--- src/rtl/lock_qual_pkg.sv ---
package lock_qual_pkg;

  // Round-up integer division used to turn a lock time into cycles.
  function automatic int unsigned ceil_div(input int unsigned num, input int unsigned den);
    return (num + den - 1) / den;
  endfunction

endpackage

--- src/rtl/lock_sync.sv ---
module lock_sync #(
  parameter int unsigned STAGES = 2
) (
  input  logic clk,
  input  logic arst,
  input  logic d,
  output logic q
);

  logic [STAGES-1:0] chain;

  always_ff @(posedge clk or posedge arst) begin
    if (arst) chain <= '0;
    else      chain <= {chain[STAGES-2:0], d};
  end

  assign q = chain[STAGES-1];

endmodule

--- src/rtl/lock_hold_counter.sv ---
module lock_hold_counter #(
  parameter int unsigned HOLD = 16
) (
  input  logic clk,
  input  logic arst,
  input  logic sync_lock,
  input  logic hold_clr,
  output logic qual_lock
);

  localparam int unsigned CNT_W = $clog2(HOLD + 1);
  localparam logic [CNT_W-1:0] HOLD_C = CNT_W'(HOLD);

  logic [CNT_W-1:0] cnt;

  always_ff @(posedge clk or posedge arst) begin
    if (arst)                        cnt <= '0;
    else if (!sync_lock || hold_clr) cnt <= '0;
    else if (cnt != HOLD_C)          cnt <= cnt + 1'b1;
  end

  assign qual_lock = sync_lock && !hold_clr && (cnt == HOLD_C);


  cnt_bound_chk: assert property (@(posedge clk) disable iff (arst)
    cnt <= HOLD_C);


  low_clears_chk: assert property (@(posedge clk) disable iff (arst)
    !sync_lock |=> (cnt == '0));


  clr_holds_chk: assert property (@(posedge clk) disable iff (arst)
    hold_clr |=> !qual_lock);

endmodule

--- src/rtl/lock_auto_reset.sv ---
module lock_auto_reset #(
  parameter int unsigned PULSE = 4
) (
  input  logic clk,
  input  logic arst,
  input  logic enable,
  input  logic qual_lock,
  output logic rst_req
);

  localparam int unsigned PW = $clog2(PULSE + 1);
  localparam logic [PW-1:0] PULSE_C = PW'(PULSE);

  logic          qual_d;
  logic          lost;
  logic [PW-1:0] left;

  always_ff @(posedge clk or posedge arst) begin
    if (arst) qual_d <= 1'b0;
    else      qual_d <= qual_lock;
  end

  assign lost = qual_d && !qual_lock;

  always_ff @(posedge clk or posedge arst) begin
    if (arst)                left <= '0;
    else if (lost && enable) left <= PULSE_C;
    else if (left != '0)     left <= left - 1'b1;
  end

  assign rst_req = (left != '0);


  one_pulse_chk: assert property (@(posedge clk) disable iff (arst)
    rst_req |-> !qual_lock);


  no_req_when_off_chk: assert property (@(posedge clk) disable iff (arst)
    (!enable && !rst_req) |=> !rst_req);

endmodule

--- src/rtl/lock_qualifier.sv ---
module lock_qualifier
  import lock_qual_pkg::*;
#(
  parameter int unsigned LOCK_TIME_PS  = 80000,
  parameter int unsigned REF_PERIOD_PS = 5000,
  parameter int unsigned RST_CYCLES    = 4,
  parameter int unsigned NUM_OUTS      = 3,
  parameter int unsigned SYNC_STAGES   = 2
) (
  input  logic                ref_clk,
  input  logic                user_rst,
  input  logic                raw_lock,
  input  logic                auto_rst_en,
  output logic                qual_lock,
  output logic                pll_rst_req,
  output logic [NUM_OUTS-1:0] out_clk_en
);

  localparam int unsigned HOLD = ceil_div(LOCK_TIME_PS, REF_PERIOD_PS);

  logic sync_lock;

  lock_sync #(.STAGES(SYNC_STAGES)) u_sync (
    .clk  (ref_clk),
    .arst (user_rst),
    .d    (raw_lock),
    .q    (sync_lock)
  );

  lock_hold_counter #(.HOLD(HOLD)) u_hold (
    .clk       (ref_clk),
    .arst      (user_rst),
    .sync_lock (sync_lock),
    .hold_clr  (pll_rst_req),
    .qual_lock (qual_lock)
  );

  lock_auto_reset #(.PULSE(RST_CYCLES)) u_arst (
    .clk       (ref_clk),
    .arst      (user_rst),
    .enable    (auto_rst_en),
    .qual_lock (qual_lock),
    .rst_req   (pll_rst_req)
  );

  // One arming flop per output: opens a cycle after qualification,
  // closes combinationally with the qualified lock.
  for (genvar i = 0; i < NUM_OUTS; i++) begin : g_en
    logic armed;
    always_ff @(posedge ref_clk or posedge user_rst) begin
      if (user_rst) armed <= 1'b0;
      else          armed <= qual_lock;
    end
    assign out_clk_en[i] = armed && qual_lock;
  end


  en_follows_qual_chk: assert property (@(posedge ref_clk) disable iff (user_rst)
    (|out_clk_en) |-> qual_lock);


  rise_after_sync_chk: assert property (@(posedge ref_clk) disable iff (user_rst)
    $rose(qual_lock) |-> $past(sync_lock));

endmodule

--- config.mk ---
export PLATFORM = sky130hd
export DESIGN_NAME = lock_qualifier
export DESIGN_NICKNAME = d
export VERILOG_FILES = /design/src/rtl/lock_qual_pkg.sv /design/src/rtl/lock_sync.sv /design/src/rtl/lock_hold_counter.sv /design/src/rtl/lock_auto_reset.sv /design/src/rtl/lock_qualifier.sv
export SDC_FILE = /design/constraint.sdc
export NUM_CORES = 1
export LEC_CHECK = 0
export BUFFER_PORTS_ARGS = -buffer_cell sky130_fd_sc_hd__buf_2
export CORE_UTILIZATION = 40
export CTS_CLUSTER_SIZE = 40
export DETAILED_ROUTE_END_ITERATION = 6
export PLACE_DENSITY = 0.64
export SLEW_MARGIN = 20
export SYNTH_ARGS = -nofsm -noshare
export SYNTH_HDL_FRONTEND = slang
export SYNTH_SLANG_ARGS = --single-unit
export TNS_END_PERCENT = 100
--- constraint.sdc ---
create_clock -name ref_clk -period 2.35 [get_ports ref_clk]
set_input_delay 0.235 -clock ref_clk [delete_from_list [all_inputs] [get_ports ref_clk]]
set_output_delay 0.235 -clock ref_clk [all_outputs]
set_load 0.02 [all_outputs]
# Word-level counts from Yosys, hierarchy flattened
# Index checks and enable logic that the tools add are counted.
[classes]
add_sub_neg = 2
n_eq_ne = 2
muxes = 4
n_reduce_logical = 12
[op_table]
columns = ["op", "n"]
rows = [
  ["$mux 5", 2],
  ["$mux 3", 2],
  ["$add 5x1->5 const B", 1],
  ["$eq 5x5->1 const B", 1],
  ["$logic_and 1x1->1", 5],
  ["$ne 5x5->1 const B", 1],
  ["$reduce_bool 2->1", 2],
  ["$logic_not 1->1", 3],
  ["$reduce_bool 3->1", 1],
  ["$sub 3x1->3 const B", 1],
  ["$logic_or 1x1->1", 1],
]
[totals]
register_bits = 11
in_bits = 4
out_inout_bits = 5
word_cells = 24

# Depth between registers and ports, before layout
[logic_depth]
ltp_word = 8
depth_mapped = 6
mapped_depth_nobuf = 5

# Cells and area by module
# A second synthesis with hierarchy kept.
[unflattened]
cells_unflattened = 56
area_unflattened_um2 = 643.1
[by_module_without_submodules]
columns = ["module", "n_inst", "cells_each", "area_each_um2", "seq_area_each_um2"]
rows = [
  ["lock_hold_counter", 1, 29, 331.6, 125.1],
  ["lock_auto_reset", 1, 19, 207.7, 100.1],
  ["lock_sync", 1, 3, 53.8, 50.0],
  ["lock_qualifier", 1, 5, 50.0, 25.0],
]

# Least setup slack after synthesis
# Ideal clock, no wire load.
[synth_path]
kind = "register to output"
startpoint = "register u_hold.cnt[0]"
endpoint = "output out_clk_en[1]"
t_arrival_ps = 1511
required_time_ps = 2115
slack_ps = 604
path_stages_with_launch = 7
n_path_buf = 1
cell_sequence = "dfrtp_1 > inv_1 > ha_1 > and4bb_4 > nor2b_4 > and2_2 > buf_4"
[synth_between]
elab_chain_len = 3
[synth_lines]
columns = ["element", "line_no", "source"]
rows = [
  ["start, declared", "lock_hold_counter.sv:14", "logic [CNT_W-1:0] cnt;"],
  ["start signal, assigned", "lock_hold_counter.sv:19", "else if (cnt != HOLD_C) cnt <= cnt + 1'b1;"],
  ["$eq 5x5->1", "lock_hold_counter.sv:22", "assign qual_lock = sync_lock && !hold_clr && (cnt == HOLD_C);"],
  ["$logic_and 1x1->1", "lock_hold_counter.sv:22", ""],
  ["net qual_lock", "lock_qualifier.sv:14", "output logic qual_lock,"],
  ["$logic_and 1x1->1", "n/a", ""],
  ["end, declared", "lock_qualifier.sv:16", "output logic [NUM_OUTS-1:0] out_clk_en"],
]
# The timed path passes the listed nets, and every way through them passes these cells.

# Worst setup path after layout
[layout_path]
startpoint = "register u_arst.left[0]"
endpoint = "output out_clk_en[2]"
[layout_between]
elab_chain_len = 5
[layout_lines]
columns = ["element", "line_no", "source"]
rows = [
  ["start, declared", "lock_auto_reset.sv:16", "logic [PW-1:0] left;"],
  ["start signal, assigned", "lock_auto_reset.sv:28", "else if (left != '0) left <= left - 1'b1;"],
  ["$reduce_bool 3->1", "lock_auto_reset.sv:31", "assign rst_req = (left != '0);"],
  ["$logic_not 1->1", "lock_hold_counter.sv:22", ""],
  ["$logic_and 1x1->1 (2 in series)", "lock_hold_counter.sv:22", ""],
  ["$logic_and 1x1->1", "lock_qualifier.sv:54", "assign out_clk_en[i] = armed && qual_lock;"],
]
# No other way between the ends.

==> impl_results.md <==
- Final wirelength: 782 um
- Delay of the slowest cell on the worst path: between 300 and 400 ps
- Power consumption: 0.546 mW
- R2r endpoint: u_arst.left[0]
- Syn_nets: 58
- Nets@finish: 70
- Finished Layout Cells: 76
- Vias in the first global route: 293
- Max-cap violation count: 0
- Remaining Overflow, GRT: 0
- First-pass GRT wire length: 1240 um
- Main synth FF type: dfrtp_1
- Final worst slack: 389 ps
- Class of the tightest hold or removal check: primary input to flip-flop
- VDD IR max: 483 uV
- Period utilization: 0.835
- Reg2Reg Setup Slack: around 900 ps
- Outcome: complete, no violations
- Crit Path Category: flip-flop to output pin
- Gr usage total: 0.135
- Initial antenna violation count: 0
- Clock sinks: 11
- Area of the core: 1280 sq um
- Final hold vios: 0
- RSZ-0062 raised after global routing: false
- Pre-CTS setup slack: ~660 ps
- Placed Cells: 71
- Die ar.: 1530 sq um
- Seq cells post-synth: 11
- Port Buffers: 8
- Core Rows: 13
- Clock Path Buffers: 2
- Depth of the CTS H-tree: 1
- Crit path time final: 1960 ps
- Slowest CP cell: dfrtp_1
- Sequential share of the synthesized area: 0.500
- Clk_skew: 1.08 ps
- Number of top-level pins: 9
- Critical Path RT: 2120 ps
- WHS Endpoint: u_sync.chain[0]
- Share of the synthesized area in the top cell type: 0.500
- Clk root buf: clkbuf_4
- Sum Neg Setup Slack: 0 ps
- Critical path fanouts, max: 6
- DP Wirelength: 587 um
- Fin Hold WS: 76.2 ps
- Max Transition Viols Final: 0
- Share of cells above drive strength 1: 0.246
- Synth top cells by count: 11 x dfrtp_1, 6 x inv_1, 4 x ha_1, 4 x nor2_1
- Worst Setup End Kind: output pin
- TritonCTS clock tree: yes
- Asr flop ratio synth: 1.00
- Most common cell in the netlist: dfrtp_1
- Synth-to-layout area growth: 14.8%
- Antenna Nets Post-Route: 0
- Core Util, Final: 0.492
- Mapped cell area: 551 sq um
- Synth cell types: 22
- Largest cells by area after synthesis: dfrtp_1 50%, ha_1 9.1%, inv_1 4.1%, xnor2_1 3.2%, xor2_1 3.2%
- CTS-repair resized insts: 0
- Die width: 39.1 um
- Antenna cells: 0
- Pwr/cell area: 863 nW/um^2
- Total CTS buffers: 3
- Starting Density: 0.428
- Hold Path Stages: 1
- Area leader, netlist: dfrtp_1
- Hold path start: raw_lock
- Number of flops mapped to enable cells by yosys: 0
- CP startpoint kind: flip-flop
- Die height: ~39 um
- Max Freq: 0.510 GHz
- Post-route DRC violation count: 0
- First-pass detailed-route iteration total: 2
- R2r startpoint: u_hold.cnt[0]
- Fin area: 632 sq um
- Synth Instances: 50
- Largest net degree at the start of global routing: 12
- Initial drt markers: 5
- Critical path cell sequence: inv_1 -> ha_1 -> nand3b_1 -> nor2b_4 -> and2_2 -> buf_2
- Syn_area_per_cell: 11.0 sq um
- Placer Congestion: 0.720
- Avg Vias per Cell: between 4 and 5
- Vias: 349
- Leakage: 0.309 nW
- Clk_lat worst skew: 260 ps
- Slew @ Worst Pin: 408 ps
- CP arrival: roughly 1700 ps
- Reg clk slew, reported paths: 70 ps
- Placed Area: roughly 590 sq um
- Normalized max-slew margin: 0.728
- Wirelength per Cell: about 10 um
- R2R cell count: 5
- Synth warn: 0
- # setup viols final: 0
-- cell families (layout without fill, tap and decap cells) --
logic type,count (synthesis),in the layout,share of synthesized area
mux,1,1,0.0182
xor+xnor,4,4,0.0636
simple gates,17,17,0.200
flops,11,11,0.500
fa+ha+maj,4,4,0.0909
compound gates,5,5,0.0591
buf+inv,8,19,0.0682
-- final cells by class --
type / instances / area [sq um]
clock buffers: 3 / 22.5
well taps: 15 / 18.8
multi-input cells: 31 / 238
repair buffers: 9 / 50.0
inverters: 6 / 22.5
flip-flops and latches: 11 / 275
fillers: 119 / 653
clock inverters: 1 / 5.00
-- power breakdown --
group	leakage (nW)	total (mW)	internal, mW	switching [mW]
combinational	0.148	0.180	0.0797	0.101
clock	0.0177	0.122	0.0628	0.0596
sequential	0.143	0.243	0.224	0.0185
-- metal layers --
metal,up-vias,wire (um),global-route usage
met1,153,431,0.175
met4,0,12,0.0776
met2,7,306,0.163
met3,2,31,0.0867
li1,187,-,-
met5,-,0,0
-- what timing repair did --
| item | CTS | global route |
|---|---|---|
| endpoints found under the hold margin | 11 | 0 |
| hold buffers | 1 | 0 |
| buffers inserted | 0 | 0 |
-- sequential cells by signal, indices dropped and copies added (netlist names) --
register       flops
u_arst.left        3
u_arst.qual_d      1
u_hold.cnt         5
u_sync.chain       2
-- critical path, delay by kind of cell, from the launching register on --
family                     cells  cell delay, ps
adders and majority gates      1             200
and+or+nand+nor                3             630
DFF                            1             380
buffers and inverters          2             260
-- cell usage in the layout (no fill, tap or decap), types with 2 or more instances in the layout --
master / instances
nand2_1: 2
xnor2_1: 2
nor2_1: 4
dfrtp_1: 11
nor3b_1: 2
buf_2: 8
xor2_1: 2
clkbuf_4: 3
inv_1: 6
a21oi_1: 2
ha_1: 4
nand3_1: 2
-- how the worst max path moves through the flow --
stage	slack, ps	cells after the start	start	endpoint
floorplan	600	6	u_hold.cnt[0]	out_clk_en[1]
global placement	700	6	u_arst.left[0]	out_clk_en[0]
detailed placement	660	6	u_arst.left[0]	out_clk_en[2]
CTS	360	6	u_arst.left[0]	out_clk_en[1]
global route	190	6	u_arst.left[0]	out_clk_en[1]
finish	390	6	u_arst.left[0]	out_clk_en[2]
No activity file was read; power rests on OpenSTA's default activity.
